File: src/rtl/pbsram.sv
module pbsram #(
  parameter int AW = 6,
  parameter int NB = 4
) (
  input  logic              clk,
  input  logic              rst_n,
  input  logic [AW-1:0]     addr,
  input  logic              ce_n,
  input  logic              start_n,
  input  logic              wen_n,
  input  logic [NB-1:0]     lane_n,
  input  logic [8*NB-1:0]   wdata,
  input  logic              oe_n,
  input  logic              mode_ilv,
  input  logic              sleep,
  output logic [8*NB-1:0]   dq_out,
  output logic              dq_drive
);
  localparam int DW    = 8 * NB;
  localparam int DEPTH = 1 << AW;

  logic [NB-1:0][7:0] mem [DEPTH];

  logic          slp_q, b_act;
  logic [AW-1:0] b_base;
  logic [1:0]    b_cnt, nxt_cnt, low;
  logic          go, begin_acc, desel, cont, is_wr, acc, rd_acc, wr_acc, flush;
  logic [AW-1:0] cur_addr;
  logic          r1_vld, r2_vld, q_vld;
  logic [AW-1:0] r1_addr;
  logic [DW-1:0] r2_data, q_data;

  assign go        = ~sleep & ~slp_q;
  assign begin_acc = go & ~start_n & ~ce_n;
  assign desel     = go & ~start_n & ce_n;
  assign cont      = go & start_n & b_act;
  assign is_wr     = ~wen_n & ~(&lane_n);
  assign acc       = begin_acc | cont;
  assign rd_acc    = acc & ~is_wr;
  assign wr_acc    = acc & is_wr;
  assign flush     = sleep | desel | wr_acc;

  assign nxt_cnt  = b_cnt + 2'd1;
  assign low      = mode_ilv ? (b_base[1:0] ^ nxt_cnt) : (b_base[1:0] + nxt_cnt);
  assign cur_addr = begin_acc ? addr : {b_base[AW-1:2], low};

  always_ff @(posedge clk or negedge rst_n) begin
    if (!rst_n) begin
      slp_q  <= 1'b0;
      b_act  <= 1'b0;
      b_base <= '0;
      b_cnt  <= '0;
    end else begin
      slp_q <= sleep;
      if (sleep | desel) begin
        b_act <= 1'b0;
      end else if (begin_acc) begin
        b_act  <= 1'b1;
        b_base <= addr;
        b_cnt  <= '0;
      end else if (cont) begin
        b_cnt <= nxt_cnt;
      end
    end
  end

  always_ff @(posedge clk) begin
    if (wr_acc) begin
      for (int i = 0; i < NB; i++) begin
        if (!lane_n[i]) mem[cur_addr][i] <= wdata[8*i +: 8];
      end
    end
    r1_addr <= cur_addr;
    r2_data <= mem[r1_addr];
    q_data  <= r2_data;
  end

  always_ff @(posedge clk or negedge rst_n) begin
    if (!rst_n) begin
      r1_vld <= 1'b0;
      r2_vld <= 1'b0;
      q_vld  <= 1'b0;
    end else if (flush) begin
      r1_vld <= 1'b0;
      r2_vld <= 1'b0;
      q_vld  <= 1'b0;
    end else begin
      r1_vld <= rd_acc;
      r2_vld <= r1_vld;
      q_vld  <= r2_vld;
    end
  end

  assign dq_drive = q_vld & ~oe_n & ~sleep;
  assign dq_out   = dq_drive ? q_data : '0;
endmodule

File: config.mk
export PLATFORM = sky130hd
export DESIGN_NAME = pbsram
export DESIGN_NICKNAME = d
export VERILOG_FILES = /design/src/rtl/pbsram.sv
export SDC_FILE = /design/constraint.sdc
export NUM_CORES = 2
export LEC_CHECK = 0
export BUFFER_PORTS_ARGS = -buffer_cell sky130_fd_sc_hd__buf_4
export CAP_MARGIN = 20
export CORE_MARGIN = 2
export CORE_UTILIZATION = 45
export CTS_BUF_LIST = sky130_fd_sc_hd__clkbuf_4 sky130_fd_sc_hd__clkbuf_8
export DETAILED_ROUTE_END_ITERATION = 6
export GPL_TIMING_DRIVEN = 0
export PLACE_DENSITY = 0.68
export SYNTH_ARGS = -nofsm -noshare
export SYNTH_HDL_FRONTEND = slang
export SYNTH_SLANG_ARGS = --single-unit
File: constraint.sdc
create_clock -name clk -period 7.94 [get_ports clk]
set_input_delay 0.794 -clock clk [delete_from_list [all_inputs] [get_ports clk]]
set_output_delay 0.794 -clock clk [all_outputs]
set_load 0.005 [all_outputs]
Word level (Yosys, flattened, before mapping)
Memory sizes are Yosys's and may differ from the RTL's. A register that Yosys moved wholly into a read port is not among the register bits.
Index checks and enable logic that the tools add are counted.
{ "totals": {"mem_count": 1, "ramBits": 2048, "wordCells": 63, "register_bits": 51, "inputBits": 50} }
{ "op_classes": {"bitwise": 24, "n_reduce_logical": 5, "add_sub_neg": 2, "n_mux": 22} }
{ "mem_list": {"columns": ["name", "depth", "width", "rd", "rd_ports_with_merged_regs", "write_ports", "line", "source"], "rows": [
  ["mem", 64, 32, 1, 1, 1, "22", "logic [NB-1:0][7:0] mem [DEPTH];"]
]} }
{ "op_table": {"columns": ["op", "count"], "rows": [
  ["32-bit two-way mux", 1],
  ["1-bit two-way mux", 17],
  ["1-bit bitwise AND", 11],
  ["1-bit NOT", 9],
  ["2-bit two-way mux", 3],
  ["6-bit two-way mux", 1],
  ["2-bit AND reduction", 2],
  ["4-bit AND reduction", 1],
  ["2-bit nonzero test", 2],
  ["1-bit bitwise OR", 3],
  ["2-bit by 1-bit adder with 2-bit output (second input constant)", 1],
  ["2-bit adder", 1],
  ["2-bit bitwise XOR", 1]
]} }

Logic depth before layout (Yosys ltp)
{ "logic_depth": {"ltp_word": 8, "depth_mapped": 10, "mapped_depth_nobuf": 7} }

Least setup slack after synthesis
Ideal clock, no wire load.
{ "synth_path": {"path_type": "input -> register", "startpoint": "input start_n", "endpoint": "memory mem[16][0] (netlist bit) (enable)", "t_arrival_ps": 2948, "path_buffers": 3, "setup_slack_ps": 4609, "path_stages": 8, "required_ps": 7557, "setup_time_ps": 383, "cell_sequence": "buf_2 -> or4_4 -> buf_6 -> or3_1 -> o31ai_1 -> nand2_2 -> buf_2 -> nor3_1"} }
{ "synth_via": {"elab_chain_len": 7, "word_cells_on_any_way": 10, "cone_classes": "mux: 3; bitwise: 7"} }
{ "synth_lines": {"columns": ["item", "line", "source"], "rows": [
  ["start: declaration", "9", "input logic start_n,"],
  ["1-bit NOT", "34", "assign begin_acc = go & ~start_n & ~ce_n;"],
  ["1-bit bitwise AND (2 in series)", "34", null],
  ["1-bit bitwise OR", "38", "assign acc = begin_acc | cont;"],
  ["1-bit bitwise AND", "40", "assign wr_acc = acc & is_wr;"],
  ["1-bit two-way mux", "68", "if (wr_acc) begin"],
  ["1-bit two-way mux (not written as such)", "70", "if (!lane_n[i]) mem[cur_addr][i] <= wdata[8*i +: 8];"],
  ["end: declaration", "22", null]
]} }
Several ways; a longest one is shown, not always the timed one.

==> metrics.md <==
| Metric | Value |
|---|---|
| Status | finished clean |
| Final Cycle Share | between 60% and 70% |
| DRT iter0 DRCs | 8579 |
| Setup slack, reg-to-reg | 2.96 ns |
| Worst Hold Depth | 3 |
| Area fraction of the dominant cell type after synthesis | 75.3% |
| Multiplexer area fraction after synthesis | 15.4% |
| Tmin final | 4.98 ns |
| Placer Congestion | 0.978 |
| Cell Chain, Critical Path | clkbuf_1, buf_2, buf_2, buf_2, nand2_1, o22ai_1, nor3_1, a21oi_1, nor2_1 |
| Ranking of synthesized cells by area | edfxtp_1 (75%), mux4_2 (14%), dfxtp_1 (1.7%), nor3_1 (1.6%), mux2i_1 (0.97%) |
| Root buf cell | clkbuf_8 |
| Setup CP Type | reg -> reg |
| Seq/Total Area, Yosys | 77.4% |
| Total grt overflow | 0 |
| Post-synthesis simple-gate area fraction | 3.46% |
| Largest net degree at the start of global routing | 65 |
| Top cells by count, synth | edfxtp_1 (2048), mux4_2 (510), nor3_1 (261) |
| Slew Viols, Final | 0 |
| Setup bufs post-CTS | 0 |
| Final hold violations | 0 |
| Main synth FF type | edfxtp_1 |
| Fillers | 13700 |
| Largest stage delay, worst path | 0.79 ns |
| DR vias/cell | 6.56 |
| Met3 GRT Util | 12.0% |
| Met2 Resource Use GR | 41.7% |
| Initial antenna violation count | 20 |
| Gr busiest metal | met2 |
| DIE AREA | 185000 um^2 |
| Drt wl/cell | a little under 40 um |
| Leakage power | 0.0299 uW |
| Critical-path maximum fanout | 10 |
| Buf/Inv on CP | 4 |
| CP Capture Type | flop |
| Crit path max-delay family | buffers and inverters |
| I/O pins | 83 |
| Post-synth ARST share | 0.610% |
| Power Dens Cells | 315 nW/um^2 |
| Number of flops mapped to enable cells by yosys | 2048 |
| Cell count after synthesis | between 3000 and 4000 |
| Chip width | 430 um |
| Min-Delay Path Class | in -> reg |
| Layout Nets | about 4500 |
| Setup violators final | 0 |
| Top cell type by total area after synthesis | edfxtp_1 |
| Post-synthesis compound-gate area fraction | 2.06% |
| Port-buffer cells | slightly above 80 |
| R2r startpoint | r1_addr[2] |
| Clk sinks | 2131 |
| Worst slew margin | 15.7% |
| Worst-path clk slew | around 0.070 ns |
| Most common cell on crit path | buf_2 |
| Hold Path Origin | addr[3] |
| Post-route ant nets | 0 |
| Setup ws final | 2.96 ns |
| CP max-delay cell | nand2_1 |
| Worst Hold Path EP | b_base[3] |
| CP Data Required Time | 8.82 ns |
| Clock skew after layout | 0.0986 ns |
| Reg2reg path depth | 9 |
| Fin cells | 7062 |
| Area delta synth->final | 15.2% |
| VDD IR max | 0.203 mV |
| WHS | 0.0834 ns |
| CTS tree | built |
| # DRC | 0 |
| Yosys cell types | 60 |
| RSZ-0062 raised after global routing | false |
| Synth Net Count | 3862 |
| Post-CTS sizing | 0 |
| XOR/XNOR Fraction of Synth Area | 0.0383% |
| Worst-Margin Slew | 1.26 ns |
| Clk_lat worst skew | 1.11 ns |
| Most numerous cell in the Yosys netlist | edfxtp_1 |
| Num rows | between 150 and 200 |
| Seq cells post-synth | 2131 |
| Vias in the first global route | 44400 |
| Placed insts | around 6500 |
| Number of buffers created by CTS | roughly 340 |
| Synth Warn # | 0 |
| Longest Clk Path Bufs | 4 |
| Average instance area after synthesis | 21.4 um^2 |
| Met1 Usage GRT | 37.7% |
| Total GRT Usage | 29.3% |
| Share of cells above drive strength 1 | between 30% and 40% |
| Initial Utilization | between 40% and 50% |
| Setup TNS | 0 ns |
| Post-synthesis adder-cell area fraction | 0.0153% |
| R2r endpoint | r2_data[5] |
| Largest family of logic cells by synthesized area | multiplexers |
| Routed WL | 273000 um |
| HPWL after DPL | 185000 um |
| CTS H-Tree Depth | 5 |
| CP startpoint kind | flop |
| Via count | 46300 |
| Max_cap viols | 0 |
| Die Y | 430 um |
| FMAX | 0.201 GHz |
| Core box area | 181000 um^2 |
| CP arrival | 5.87 ns |
| First-pass GRT wire length | approximately 360000 um |
| Pre-CTS setup slack | approximately 3.3 ns |
| Post-Syn Area | 81700 um^2 |
| First-pass iteration count of the detailed router | 6 |
## report_power, final
group          switching [uW]  internal (uW)
Clock                    4320           4950
Sequential                104          12500
Combinational            5250           2500
## worst max path at each step
stage	startpoint	end	slack, ns	cells after the start
after floorplan	start_n	mem[16][0]	4.61	8
after detailed placement	r1_addr[2]	r2_data[22]	3.35	9
after CTS	r1_addr[1]	r2_data[22]	3.33	9
final	r1_addr[2]	r2_data[5]	2.96	9
after global placement	r1_addr[2]	r2_data[27]	2.54	9
after global routing	r1_addr[2]	r2_data[5]	3.36	9
## kinds of logic after synthesis
family / Yosys count
fa+ha+maj: 1
flops: 2131
buf+inv: 273
xor+xnor: 2
compound gates: 256
simple gates: 538
mux: 610
## cell type report
type                       instances  area, um^2  area share, %
sequential                      2131       63200           67.2
multi-input combinational       1407       17700           18.8
clock buffer                     439        5500           5.84
tap                             2370        2970           3.15
timing repair buffer             289        2320           2.47
buffer                           262        1320           1.40
clock inverter                   133         952           1.01
antenna                           20        50.0         0.0532
inverter                          11        41.3         0.0439
## layout by cell type, fill, tap and decap left out, types with 67 or more instances in the layout
cell      Yosys  final
nor3_2       11    130
clkbuf_4      0     88
buf_2        99    200
clkbuf_1    112     98
clkbuf_8      0    352
buf_4        16    143
nand2_1      67     67
dfxtp_1      70     70
edfxtp_1   2048   2048
nor3_1      261    142
o22ai_1     101    101
clkinv_1      0     75
mux4_2      510    510
mux2i_1      79     79
## registers in the layout, summed over array words and instances (netlist names)
signal,cells
slp_q,1
r1_addr,6
b_base,6
mem,2048
r2_data,32
b_cnt,2
q_vld,1
r1_vld,1
q_data,32
b_act,1
r2_vld,1
## per-layer routing
layer  vias up  part of all wire [%]
li1      17300                     -
met1     24000                    34
met2      4148                    43
met3       863                    16
met4         8                   7.1
met5         -                 0.021
## worst min-delay path, cell delays in order
cell and delay, ns:
buf_4 0.15, mux2i_4 0.11, inv_1 0.06
## metrics by stage
step           power, uW  utilization [%]  cell area, um^2
2_1_floorplan      16400                -            81700
3_3_place_gp       19900             47.2            85200
3_5_place_dp       20200             48.4            87400
4_1_cts            29300             52.0            93900
5_1_grt            30000             52.1            94000
6_report           29600             52.1            94100
## what timing repair did
| item | in CTS | in global routing |
|---|---|---|
| endpoints found under the hold margin | 20 | 0 |
| hold buffers | 6 | 0 |
| endpoints found under the setup margin | 0 | 0 |
(Power assumes the default switching activity.)
